## src/rtl/cpu16_pkg.sv

```systemverilog
package cpu16_pkg;

  localparam int WORD_W = 16;
  localparam int NREG   = 4;
  localparam int RIDX_W = $clog2(NREG);
  localparam int DISP_W = 8;

  typedef enum logic [3:0] {
    OP_ADD   = 4'h0,
    OP_AND   = 4'h1,
    OP_SUB   = 4'h2,
    OP_SLT   = 4'h3,
    OP_NOT   = 4'h4,
    OP_EXR   = 4'h5,
    OP_SHR   = 4'h6,
    OP_HLT   = 4'h7,
    OP_LD    = 4'h8,
    OP_ST    = 4'h9,
    OP_LDA   = 4'hA,
    OP_RSV_B = 4'hB,
    OP_RSV_C = 4'hC,
    OP_JMP   = 4'hD,
    OP_BZ    = 4'hE,
    OP_BAL   = 4'hF
  } opcode_e;

  typedef enum logic [1:0] {
    ST_FETCH = 2'd0,
    ST_EXEC  = 2'd1,
    ST_HALT  = 2'd2
  } phase_e;

  // Instruction word split; low holds the destination in [7:6] or the offset.
  typedef struct packed {
    opcode_e             op;
    logic [RIDX_W-1:0]   fa;
    logic [RIDX_W-1:0]   fb;
    logic [DISP_W-1:0]   low;
  } instr_t;

endpackage

```

## src/rtl/cpu16_rst_sync.sv

```systemverilog
module cpu16_rst_sync #(
  parameter int STAGES = 2
) (
  input  logic clk,
  input  logic rst_n,
  output logic rst_sync_n
);

  logic [STAGES-1:0] chain;

  always_ff @(posedge clk or negedge rst_n) begin
    if (!rst_n) chain <= '0;
    else        chain <= {chain[STAGES-2:0], 1'b1};
  end

  assign rst_sync_n = chain[STAGES-1];

endmodule

```

## src/rtl/cpu16_regfile.sv

```systemverilog
module cpu16_regfile #(
  parameter int NREG = 4,
  parameter int W    = 16,
  localparam int AW  = $clog2(NREG)
) (
  input  logic          clk,
  input  logic          rst_n,
  input  logic          we,
  input  logic [AW-1:0] waddr,
  input  logic [W-1:0]  wdata,
  input  logic [AW-1:0] raddr_a,
  input  logic [AW-1:0] raddr_b,
  output logic [W-1:0]  rdata_a,
  output logic [W-1:0]  rdata_b
);

  logic [NREG*W-1:0] bank_flat;

  for (genvar g = 0; g < NREG; g++) begin : g_reg
    logic         hit;
    logic [W-1:0] q;
    assign hit = we && (waddr == AW'(g));
    always_ff @(posedge clk or negedge rst_n) begin
      if (!rst_n)   q <= '0;
      else if (hit) q <= wdata;
    end
    assign bank_flat[g*W +: W] = q;
  end

  assign rdata_a = bank_flat[raddr_a*W +: W];
  assign rdata_b = bank_flat[raddr_b*W +: W];

  // A written word is visible in the bank on the following cycle.
  assert_write_lands_R12: assert property (@(posedge clk) disable iff (!rst_n)
    we |=> (bank_flat[$past(waddr)*W +: W] == $past(wdata)));

endmodule

```

## src/rtl/cpu16_alu.sv

```systemverilog
module cpu16_alu
  import cpu16_pkg::*;
#(
  parameter int W = WORD_W
) (
  input  opcode_e      op,
  input  logic [W-1:0] a,
  input  logic [W-1:0] b,
  output logic [W-1:0] y
);

  always_comb begin
    unique case (op)
      OP_ADD:  y = a + b;
      OP_AND:  y = a & b;
      OP_SUB:  y = a - b;
      OP_SLT:  y = ($signed(a) < $signed(b)) ? W'(1) : '0;
      OP_NOT:  y = ~a;
      OP_SHR:  y = {1'b0, a[W-1:1]};
      default: y = '0;
    endcase
  end

endmodule

```

## src/rtl/cpu16_core.sv

```systemverilog
module cpu16_core
  import cpu16_pkg::*;
#(
  parameter int SYNC_STAGES = 2
) (
  input  logic              clk,
  input  logic              rst_n,
  output logic [WORD_W-1:0] instr_addr,
  output logic              instr_rd,
  input  logic [WORD_W-1:0] instr_data,
  output logic [WORD_W-1:0] data_addr,
  output logic              data_rd,
  output logic              data_wr,
  output logic [WORD_W-1:0] data_wdata,
  input  logic [WORD_W-1:0] data_rdata,
  output logic              wb_flag,
  output logic              halt_flag
);

  localparam int EXT_W = WORD_W - DISP_W;

  logic              rst_core_n;
  phase_e            state, state_nx;
  logic [WORD_W-1:0] pc, pc_nx, pc_inc;
  logic              pc_en, ir_en;
  logic [WORD_W-1:0] ir;
  instr_t            fld;
  logic [WORD_W-1:0] ra_val, rb_val, ea, alu_y;
  logic              we;
  logic [RIDX_W-1:0] waddr;
  logic [WORD_W-1:0] wdata;
  logic              rd_q, wr_q;

  cpu16_rst_sync #(.STAGES(SYNC_STAGES)) u_rst (
    .clk        (clk),
    .rst_n      (rst_n),
    .rst_sync_n (rst_core_n)
  );

  assign fld    = ir;
  assign pc_inc = pc + WORD_W'(1);
  assign ea     = rb_val + {{EXT_W{fld.low[DISP_W-1]}}, fld.low};

  cpu16_regfile #(.NREG(NREG), .W(WORD_W)) u_rf (
    .clk     (clk),
    .rst_n   (rst_core_n),
    .we      (we),
    .waddr   (waddr),
    .wdata   (wdata),
    .raddr_a (fld.fa),
    .raddr_b (fld.fb),
    .rdata_a (ra_val),
    .rdata_b (rb_val)
  );

  cpu16_alu #(.W(WORD_W)) u_alu (
    .op (fld.op),
    .a  (ra_val),
    .b  (rb_val),
    .y  (alu_y)
  );

  // Next-state and datapath control
  always_comb begin
    state_nx = state;
    pc_nx    = pc;
    pc_en    = 1'b0;
    ir_en    = 1'b0;
    we       = 1'b0;
    waddr    = fld.low[DISP_W-1 -: RIDX_W];
    wdata    = alu_y;
    rd_q     = 1'b0;
    wr_q     = 1'b0;
    unique case (state)
      ST_FETCH: begin
        ir_en    = 1'b1;
        state_nx = ST_EXEC;
      end
      ST_EXEC: begin
        state_nx = ST_FETCH;
        pc_en    = 1'b1;
        pc_nx    = pc_inc;
        unique case (fld.op)
          OP_ADD, OP_AND, OP_SUB, OP_SLT, OP_NOT, OP_SHR: we = 1'b1;
          OP_EXR, OP_RSV_B, OP_RSV_C: ;
          OP_HLT: begin
            state_nx = ST_HALT;
            pc_en    = 1'b0;
          end
          OP_LD: begin
            rd_q  = 1'b1;
            we    = 1'b1;
            waddr = fld.fa;
            wdata = data_rdata;
          end
          OP_ST: wr_q = 1'b1;
          OP_LDA: begin
            we    = 1'b1;
            waddr = fld.fa;
            wdata = ea;
          end
          OP_JMP: pc_nx = ea;
          OP_BZ:  if (ra_val == '0) pc_nx = ea;
          OP_BAL: begin
            we    = 1'b1;
            waddr = fld.fa;
            wdata = pc_inc;
            pc_nx = ea;
          end
          default: ;
        endcase
      end
      ST_HALT: ;
      default: state_nx = ST_FETCH;
    endcase
  end

  // Registers
  always_ff @(posedge clk or negedge rst_core_n) begin
    if (!rst_core_n) begin
      state <= ST_FETCH;
      pc    <= '0;
      ir    <= '0;
    end else begin
      state <= state_nx;
      if (pc_en) pc <= pc_nx;
      if (ir_en) ir <= instr_data;
    end
  end

  assign instr_addr = pc;
  assign instr_rd   = (state == ST_FETCH);
  assign data_addr  = ea;
  assign data_rd    = rd_q;
  assign data_wr    = wr_q;
  assign data_wdata = ra_val;
  assign wb_flag    = we;
  assign halt_flag  = (state == ST_HALT);

  assert_fetch_then_exec_R2: assert property (@(posedge clk) disable iff (!rst_core_n)
    instr_rd |=> !instr_rd);

  assert_pc_held_in_fetch_R2: assert property (@(posedge clk) disable iff (!rst_core_n)
    (state == ST_FETCH) |=> $stable(pc));

  assert_strobes_exclusive_R5: assert property (@(posedge clk) disable iff (!rst_core_n)
    !(data_rd && data_wr));

  assert_data_after_fetch_R6: assert property (@(posedge clk) disable iff (!rst_core_n)
    (data_rd || data_wr) |-> $past(instr_rd));

  assert_nop_advances_R10: assert property (@(posedge clk) disable iff (!rst_core_n)
    (state == ST_EXEC && (fld.op == OP_EXR || fld.op == OP_RSV_B || fld.op == OP_RSV_C))
      |=> (pc == $past(pc) + WORD_W'(1)) && !$past(wb_flag));

  assert_halt_sticky_R11: assert property (@(posedge clk) disable iff (!rst_core_n)
    halt_flag |=> halt_flag);

  assert_halt_quiet_R11: assert property (@(posedge clk) disable iff (!rst_core_n)
    halt_flag |-> !instr_rd && !data_rd && !data_wr && !wb_flag);

  assert_wb_only_exec_R12: assert property (@(posedge clk) disable iff (!rst_core_n)
    wb_flag |-> $past(instr_rd));

endmodule

```

## config.mk

```make
export PLATFORM = sky130hd
export DESIGN_NAME = cpu16_core
export DESIGN_NICKNAME = d
export VERILOG_FILES = /design/src/rtl/cpu16_pkg.sv /design/src/rtl/cpu16_rst_sync.sv /design/src/rtl/cpu16_regfile.sv /design/src/rtl/cpu16_alu.sv /design/src/rtl/cpu16_core.sv
export SDC_FILE = /design/constraint.sdc
export NUM_CORES = 1
export LEC_CHECK = 0
export CELL_PAD_IN_SITES_DETAIL_PLACEMENT = 1
export CELL_PAD_IN_SITES_GLOBAL_PLACEMENT = 1
export CORE_ASPECT_RATIO = 0.8
export CORE_UTILIZATION = 50
export DETAILED_ROUTE_END_ITERATION = 8
export DONT_BUFFER_PORTS = 1
export GPL_ROUTABILITY_DRIVEN = 0
export PLACE_DENSITY = 0.81
export SYNTH_ARGS = -nofsm -noshare
export SYNTH_HDL_FRONTEND = slang
export SYNTH_SLANG_ARGS = --single-unit
```

## constraint.sdc

```tcl
create_clock -name clk -period 5 [get_ports clk]
set_input_delay 1 -clock clk [delete_from_list [all_inputs] [get_ports clk]]
set_output_delay 1 -clock clk [all_outputs]
set_load 0.02 [all_outputs]
```

==> metrics.log, run 1 <==
INFO  metric result_of_the_run = finished clean
INFO  metric tns = 0 ps
INFO  metric seqCellArea = roughly 0.0025 mm2
INFO  metric netlist_instances = ~960
INFO  metric number_of_nets_produced_by_synthesis = between 1,000 and 1,500
INFO  metric critical_path_required = 4000 ps
INFO  metric global_route.usage.total = approximately 38%
INFO  metric synth.distinct_cells = 80
INFO  metric dieWidth = 147 um
INFO  metric cts_max_level = 3
INFO  metric grt.overflow.total = 0
INFO  metric count_of_inserted_antenna_diode_cells = 0
INFO  metric grt_pass1_wl = approximately 50,000 um
INFO  metric hp-class = input pin to async pin
INFO  metric io_buffer_count = 0
INFO  metric worst-path-max-fanout = 8
INFO  metric timing.max_slew.rel_slack = between 10% and 20%
INFO  metric synth.avg_cell_area = 8.78 um2
INFO  metric antenna_found_initial = 0
INFO  metric filler_cell_count = 1,887
INFO  metric timing.hold.ws = between 300 and 400 ps
INFO  metric grt_max_degree = around 50
INFO  metric worst_pin_slew = 1310 ps
INFO  metric route.detailed.drc = 0
INFO  metric synth.largest_area_cell = dfrtp_1
INFO  metric fin_cells = around 1,200
INFO  metric maxSlewViolCount = 0
INFO  metric initial_core_utilization = 52.1%
INFO  metric worst_r2r_startpoint = fld[10]
INFO  metric fmaxAchievable = 0.204 GHz
INFO  metric cts_tree = done
INFO  metric drt_iter0_drcs = 1,116
INFO  metric yosys-mux-area-fraction = 12.2%
INFO  metric clock_latency = 360 ps
INFO  metric synth_simple_gate_area_share = 17.1%
INFO  metric timing.final.crit_period = 4910 ps
INFO  metric synth-xor-area-share = approximately 2.5%
INFO  metric max_cap_violations = 0
INFO  metric via_count_of_the_first_global_routing_pass = between 8,000 and 9,000
INFO  metric synth-warning-count = 0
INFO  metric dp_cells = 1,138
INFO  metric num_io_pins = 87
INFO  metric synthToLayoutAreaGrowth = 6.72%
INFO  metric cp_data_arrival_time = around 3900 ps
INFO  metric criticalPathCategory = flip-flop to output pin
INFO  metric netlist_area = approximately 0.0084 mm2
INFO  metric area_used_by_multi_input_combinational_logic = between 0.005 and 0.006 mm2
INFO  metric num-nets-final = 1,019
INFO  metric synth_enable_flop_cells = 0
INFO  metric cts.root.buffer_cell = clkbuf_16
INFO  metric avgRoutedWirePerCell = 27.7 um
INFO  metric crit-reg2reg-capture = u_rf.g_reg[0].q[0]
INFO  metric first_pass_iters = 6
INFO  metric timing.reg2reg.setup_slack = ~350 ps
INFO  metric post-synth-top-area-fraction = 29.8%
INFO  metric post_route_cells_drive_above_1_share = 12.4%
INFO  metric floorplan.die.height = 118 um
INFO  metric post_drt_via_cell_ratio = 7.28
INFO  metric synth_async_sr_flop_share = 100%
INFO  metric synth_fa_ha_area_share = 7.87%
INFO  metric floorplan.rows = around 40
INFO  metric finalHoldViolCount = 0
INFO  metric most_common_flop_cell_mapped_by_yosys = dfrtp_1
INFO  metric post_route_clock_skew = 8.37 ps
INFO  metric finalWirelength = 32,000 um
INFO  metric synth_top_family_by_area = compound AO/OA/AOI/OAI gates
INFO  metric synth_compound_gate_area_share = 25.7%
INFO  metric synth_seq_area_share = 29.8%
INFO  metric antenna_left = 0
INFO  metric postCtsSetupRepairBufs = 0
INFO  metric cts.sinks = 100
INFO  metric cts_hold_buffers = 0
INFO  metric dp_hpwl = 23,500 um
INFO  metric dr_total_vias = 8,401
INFO  metric die_area = 0.0173 mm2
INFO  metric critPathLaunchType = flip-flop
INFO  metric clock_tree.buffer_depth = 2
INFO  metric post_synth_main_area_contributors = dfrtp_1, mux4_2, ha_1, nor2_1, a21oi_1
INFO  metric count_of_endpoints_failing_setup_in_the_final_report = 0
INFO  metric postSynthRegisterBits = 100
INFO  metric core_area = 0.0161 mm2
INFO  metric clkTransAtPathRegs = 80 ps
INFO  metric critical_path_capture_point_type = output pin
INFO  metric cts_made_buffers = 9
INFO  metric r2r_cells = 10
INFO  metric min_period_over_period = a little over nine tenths
-- cell usage after synthesis, types with 11 or more instances --
master / instances
and3_1: 14
o21ai_1: 17
mux4_2: 32
a22oi_1: 12
nor3_1: 24
a221oi_1: 13
ha_1: 48
dfrtp_1: 100
mux2_2: 19
a211oi_1: 12
buf_2: 11
nand2_1: 44
clkbuf_1: 46
a31oi_1: 35
inv_1: 40
a21oi_1: 78
xnor2_1: 19
o21ai_0: 43
nor2b_1: 13
nand3_1: 23
nor2_1: 126
-- metal layers --
metal	up-vias	global-route usage, %	part of all wire, %	routed length, um
li1	3594	-	-	-
met1	4221	50.2	41	13200
met2	480	58.1	45	14500
met3	106	7.40	9.0	2870
met4	0	18.8	4.6	1460
met5	-	0	0	0
-- worst max-delay path: stages, from the launching register on --
cell and delay (ps):
dfrtp_2 530, buf_4 260, mux4_2 580, ha_1 380
a41oi_1 340, o221a_2 270, nor2_1 70, a2111oi_1 640
xnor2_1 460
-- registers in the layout, summed over array words and instances, names as in the netlist --
signal       count
fld             16
u_rf.g.q        64
state            2
u_rst.chain      2
instr_addr      16
-- area by class of cell --
| type | instances | share of cell area [%] |
|---|---|---|
| clock inverter | 6 | 0.698 |
| tap | 215 | 3.00 |
| inverter | 40 | 1.68 |
| sequential | 100 | 28.0 |
| timing repair buffer | 28 | 2.35 |
| clock buffer | 10 | 2.56 |
| multi-input combinational | 755 | 61.7 |
-- cell usage in the layout (no fill, tap or decap), types with 13 or more instances in the layout --
master,instances
a21oi_1,78
a221oi_1,13
a31oi_1,35
and3_1,14
buf_4,28
dfrtp_1,97
ha_1,48
inv_1,40
mux2_2,19
mux4_2,32
nand2_1,44
nand3_1,23
nor2_1,125
nor2b_1,13
nor3_1,21
o21ai_0,43
o21ai_1,17
xnor2_1,19
-- how the worst max path moves through the flow --
stage / startpoint / to / cells past startpoint
2_1_floorplan: fld[8] / data_addr[15] / 9
3_3_place_gp: fld[8] / data_addr[15] / 8
6_report: fld[8] / data_addr[13] / 8
3_5_place_dp: fld[8] / data_addr[13] / 8
4_1_cts: fld[9] / data_addr[12] / 9
5_1_grt: fld[8] / data_addr[13] / 8
-- kinds of logic after synthesis --
logic type | after synthesis
AOI/OAI and AO/OA | 319
and+or+nand+nor | 300
buffers and inverters | 101
DFF | 100
muxes | 60
adders and majority gates | 51
xor gates and xnor gates | 24
other | 1
-- repair_timing --
item | CTS | global route
resized for setup | 1 | 2
endpoints found under the setup margin | 1 | 2
pin swaps | 0 | 0
-- stage by stage --
step	util [%]	setup slack (ps)	cell area (um2)
after CTS	55.6	104	8950
after detailed placement	53.8	465	8660
after floorplan	-	717	8390
final	55.6	93.4	8960
after global routing	55.6	-36.8	8960
after global placement	53.8	692	8660
Power of run 1 is left out: the tool's default activity adds up to more than one toggle a clock period on the data nets, which glitch-free logic cannot reach.
==> run 2: changes to the inputs <==
SETUP_SLACK_MARGIN = 0.1   (was unset)
==> run 2 against run 1 <==
  * Setup slack improved by 120 ps
  * Global-route usage unchanged
  * Core utilization increased by 0.093 points
  * Routed wire length about the same
  * Critical path type unchanged
  * Largest cell class unchanged
==> metrics.log, run 2 (synthesis results as in run 1) <==
INFO  metric result_of_the_run = finished clean
INFO  metric min_period_over_period = 95.7%
INFO  metric place_ws = approximately 460 ps
INFO  metric num-nets-final = 1,019
INFO  metric max_cap_violations = 0
INFO  metric count_of_endpoints_failing_setup_in_the_final_report = 0
INFO  metric dr_total_vias = 8,355
INFO  metric core_area = 0.0161 mm2
INFO  metric dieWidth = 147 um
INFO  metric finalWirelength = 32,000 um
INFO  metric fin_cells = 1,154
INFO  metric final_cell_mix = nor2_1, dfrtp_1, a21oi_1
INFO  metric cts.root.buffer_cell = clkbuf_16
INFO  metric avgRoutedWirePerCell = 27.7 um
INFO  metric worst_r2r_startpoint = fld[10]
INFO  metric finalHoldViolCount = 0
INFO  metric critPathLaunchType = flip-flop
INFO  metric synthToLayoutAreaGrowth = 6.90%
INFO  metric flip_flop_count_of_the_largest_register_all_copies_and_words_added = 64
INFO  metric timing.reg2reg.setup_slack = ~500 ps
INFO  metric grt_pass1_wl = 50,000 um
INFO  metric rsz0062_at_grt = no
INFO  metric drt_iter0_drcs = 1,073
INFO  metric cts.sinks = 100
INFO  metric die_area = 0.0173 mm2
INFO  metric post_route_cells_drive_above_1_share = 12.6%
INFO  metric crit-reg2reg-capture = u_rf.g_reg[3].q[10]
INFO  metric worst-path-max-fanout = 8
INFO  metric postLayoutSetupSlackWorst = 213 ps
INFO  metric via_count_of_the_first_global_routing_pass = roughly 8,600
INFO  metric final_standard_cell_area_without_fillers = 0.00897 mm2
INFO  metric hp-class = input pin to async pin
INFO  metric cts_max_level = 3
INFO  metric clock_latency = 360 ps
INFO  metric floorplan.die.height = 118 um
INFO  metric timing.final.crit_period = 4790 ps
INFO  metric maxSlewViolCount = 0
INFO  metric largest_register = u_rf.g.q
INFO  metric tns = 0 ps
INFO  metric grt_max_degree = 51
INFO  metric worst_pin_slew = between 1000 and 1500 ps
INFO  metric clock_tree.buffer_depth = 2
INFO  metric io_buffer_count = 0
INFO  metric grt.overflow.total = 0
INFO  metric seqCellArea = between 0.002 and 0.003 mm2
INFO  metric dp_cells = 1,138
INFO  metric global_route.usage.total = about 38%
INFO  metric post_route_clock_skew = slightly below 8 ps
INFO  metric initial_core_utilization = 52.1%
INFO  metric cts_hold_buffers = 0
INFO  metric leading_cell_type_in_the_layout_fill_and_taps_excluded = nor2_1
INFO  metric dp_hpwl = around 24,000 um
INFO  metric timing.max_slew.rel_slack = around 13%
INFO  metric count_of_inserted_antenna_diode_cells = 0
INFO  metric first_pass_iters = 5
INFO  metric cts_tree = done
INFO  metric filler_cell_count = 1,887
INFO  metric cp_data_arrival_time = 3790 ps
INFO  metric clkTransAtPathRegs = 80 ps
INFO  metric post_drt_via_cell_ratio = 7.24
INFO  metric r2r_cells = 12
INFO  metric antenna_found_initial = 0
INFO  metric postCtsSetupRepairBufs = 0
INFO  metric critical_path_capture_point_type = output pin
INFO  metric floorplan.rows = 41
INFO  metric area_used_by_multi_input_combinational_logic = between 0.005 and 0.006 mm2
INFO  metric critical_path_required = 4000 ps
INFO  metric num_io_pins = 87
INFO  metric cts_made_buffers = 9
INFO  metric route.detailed.drc = 0
INFO  metric antenna_left = 0
INFO  metric fmaxAchievable = 0.209 GHz
INFO  metric criticalPathCategory = flip-flop to output pin
INFO  metric placed_area = 0.00866 mm2
-- run 2: cell counts in the layout (fill, tap and decap cells not counted) --
Identical to the previous run, type by type.
-- run 2: how the worst max path moves through the flow --
| stage | startpoint | endpoint | cells after the start |
|---|---|---|---|
| 2_1_floorplan | fld[8] | data_addr[15] | 9 |
| 3_3_place_gp | fld[8] | data_addr[15] | 8 |
| 3_5_place_dp | fld[8] | data_addr[13] | 8 |
| 4_1_cts | fld[9] | data_addr[12] | 9 |
| 5_1_grt | fld[8] | data_addr[13] | 8 |
| 6_report | fld[8] | data_addr[13] | 8 |
-- run 2: routing by layer --
layer  vias up  global-route usage [%]  part of all wire, %
li1       3595                       -                    -
met3       119                    7.40                  8.2
met2       462                    58.1                   45
met4         0                    18.8                  5.1
met5         -                       0                    0
met1      4179                    50.2                   42
-- run 2: through the flow --
step	utilization, %	hold slack (ps)
finish	55.7	321
global route	55.7	303
CTS	55.6	308
detailed placement	53.8	339
global placement	53.8	341
floorplan	-	331
-- run 2: final cells by class --
class	count	share of cell area, %
inverters	40	1.67
clock inverters	6	0.697
flip-flops and latches	100	28.0
clock buffers	10	2.55
well taps	215	3.00
multi-input cells	755	61.8
repair buffers	28	2.34
-- run 2: critical path: stages (launching register included) --
cell and delay, ps:
dfrtp_2 530, buf_4 260, mux4_2 580, ha_1 380, a41oi_1 350, o221a_2 270
nor2_1 70, a2111oi_1 700, xnor2_2 290
-- run 2: timing repair --
| item | in CTS | in global routing |
|---|---|---|
| hold endpoints to repair | 0 | 0 |
| resized for setup | 1 | 4 |
| setup endpoints to repair | 1 | 4 |
Power of run 2 is left out for the same reason.
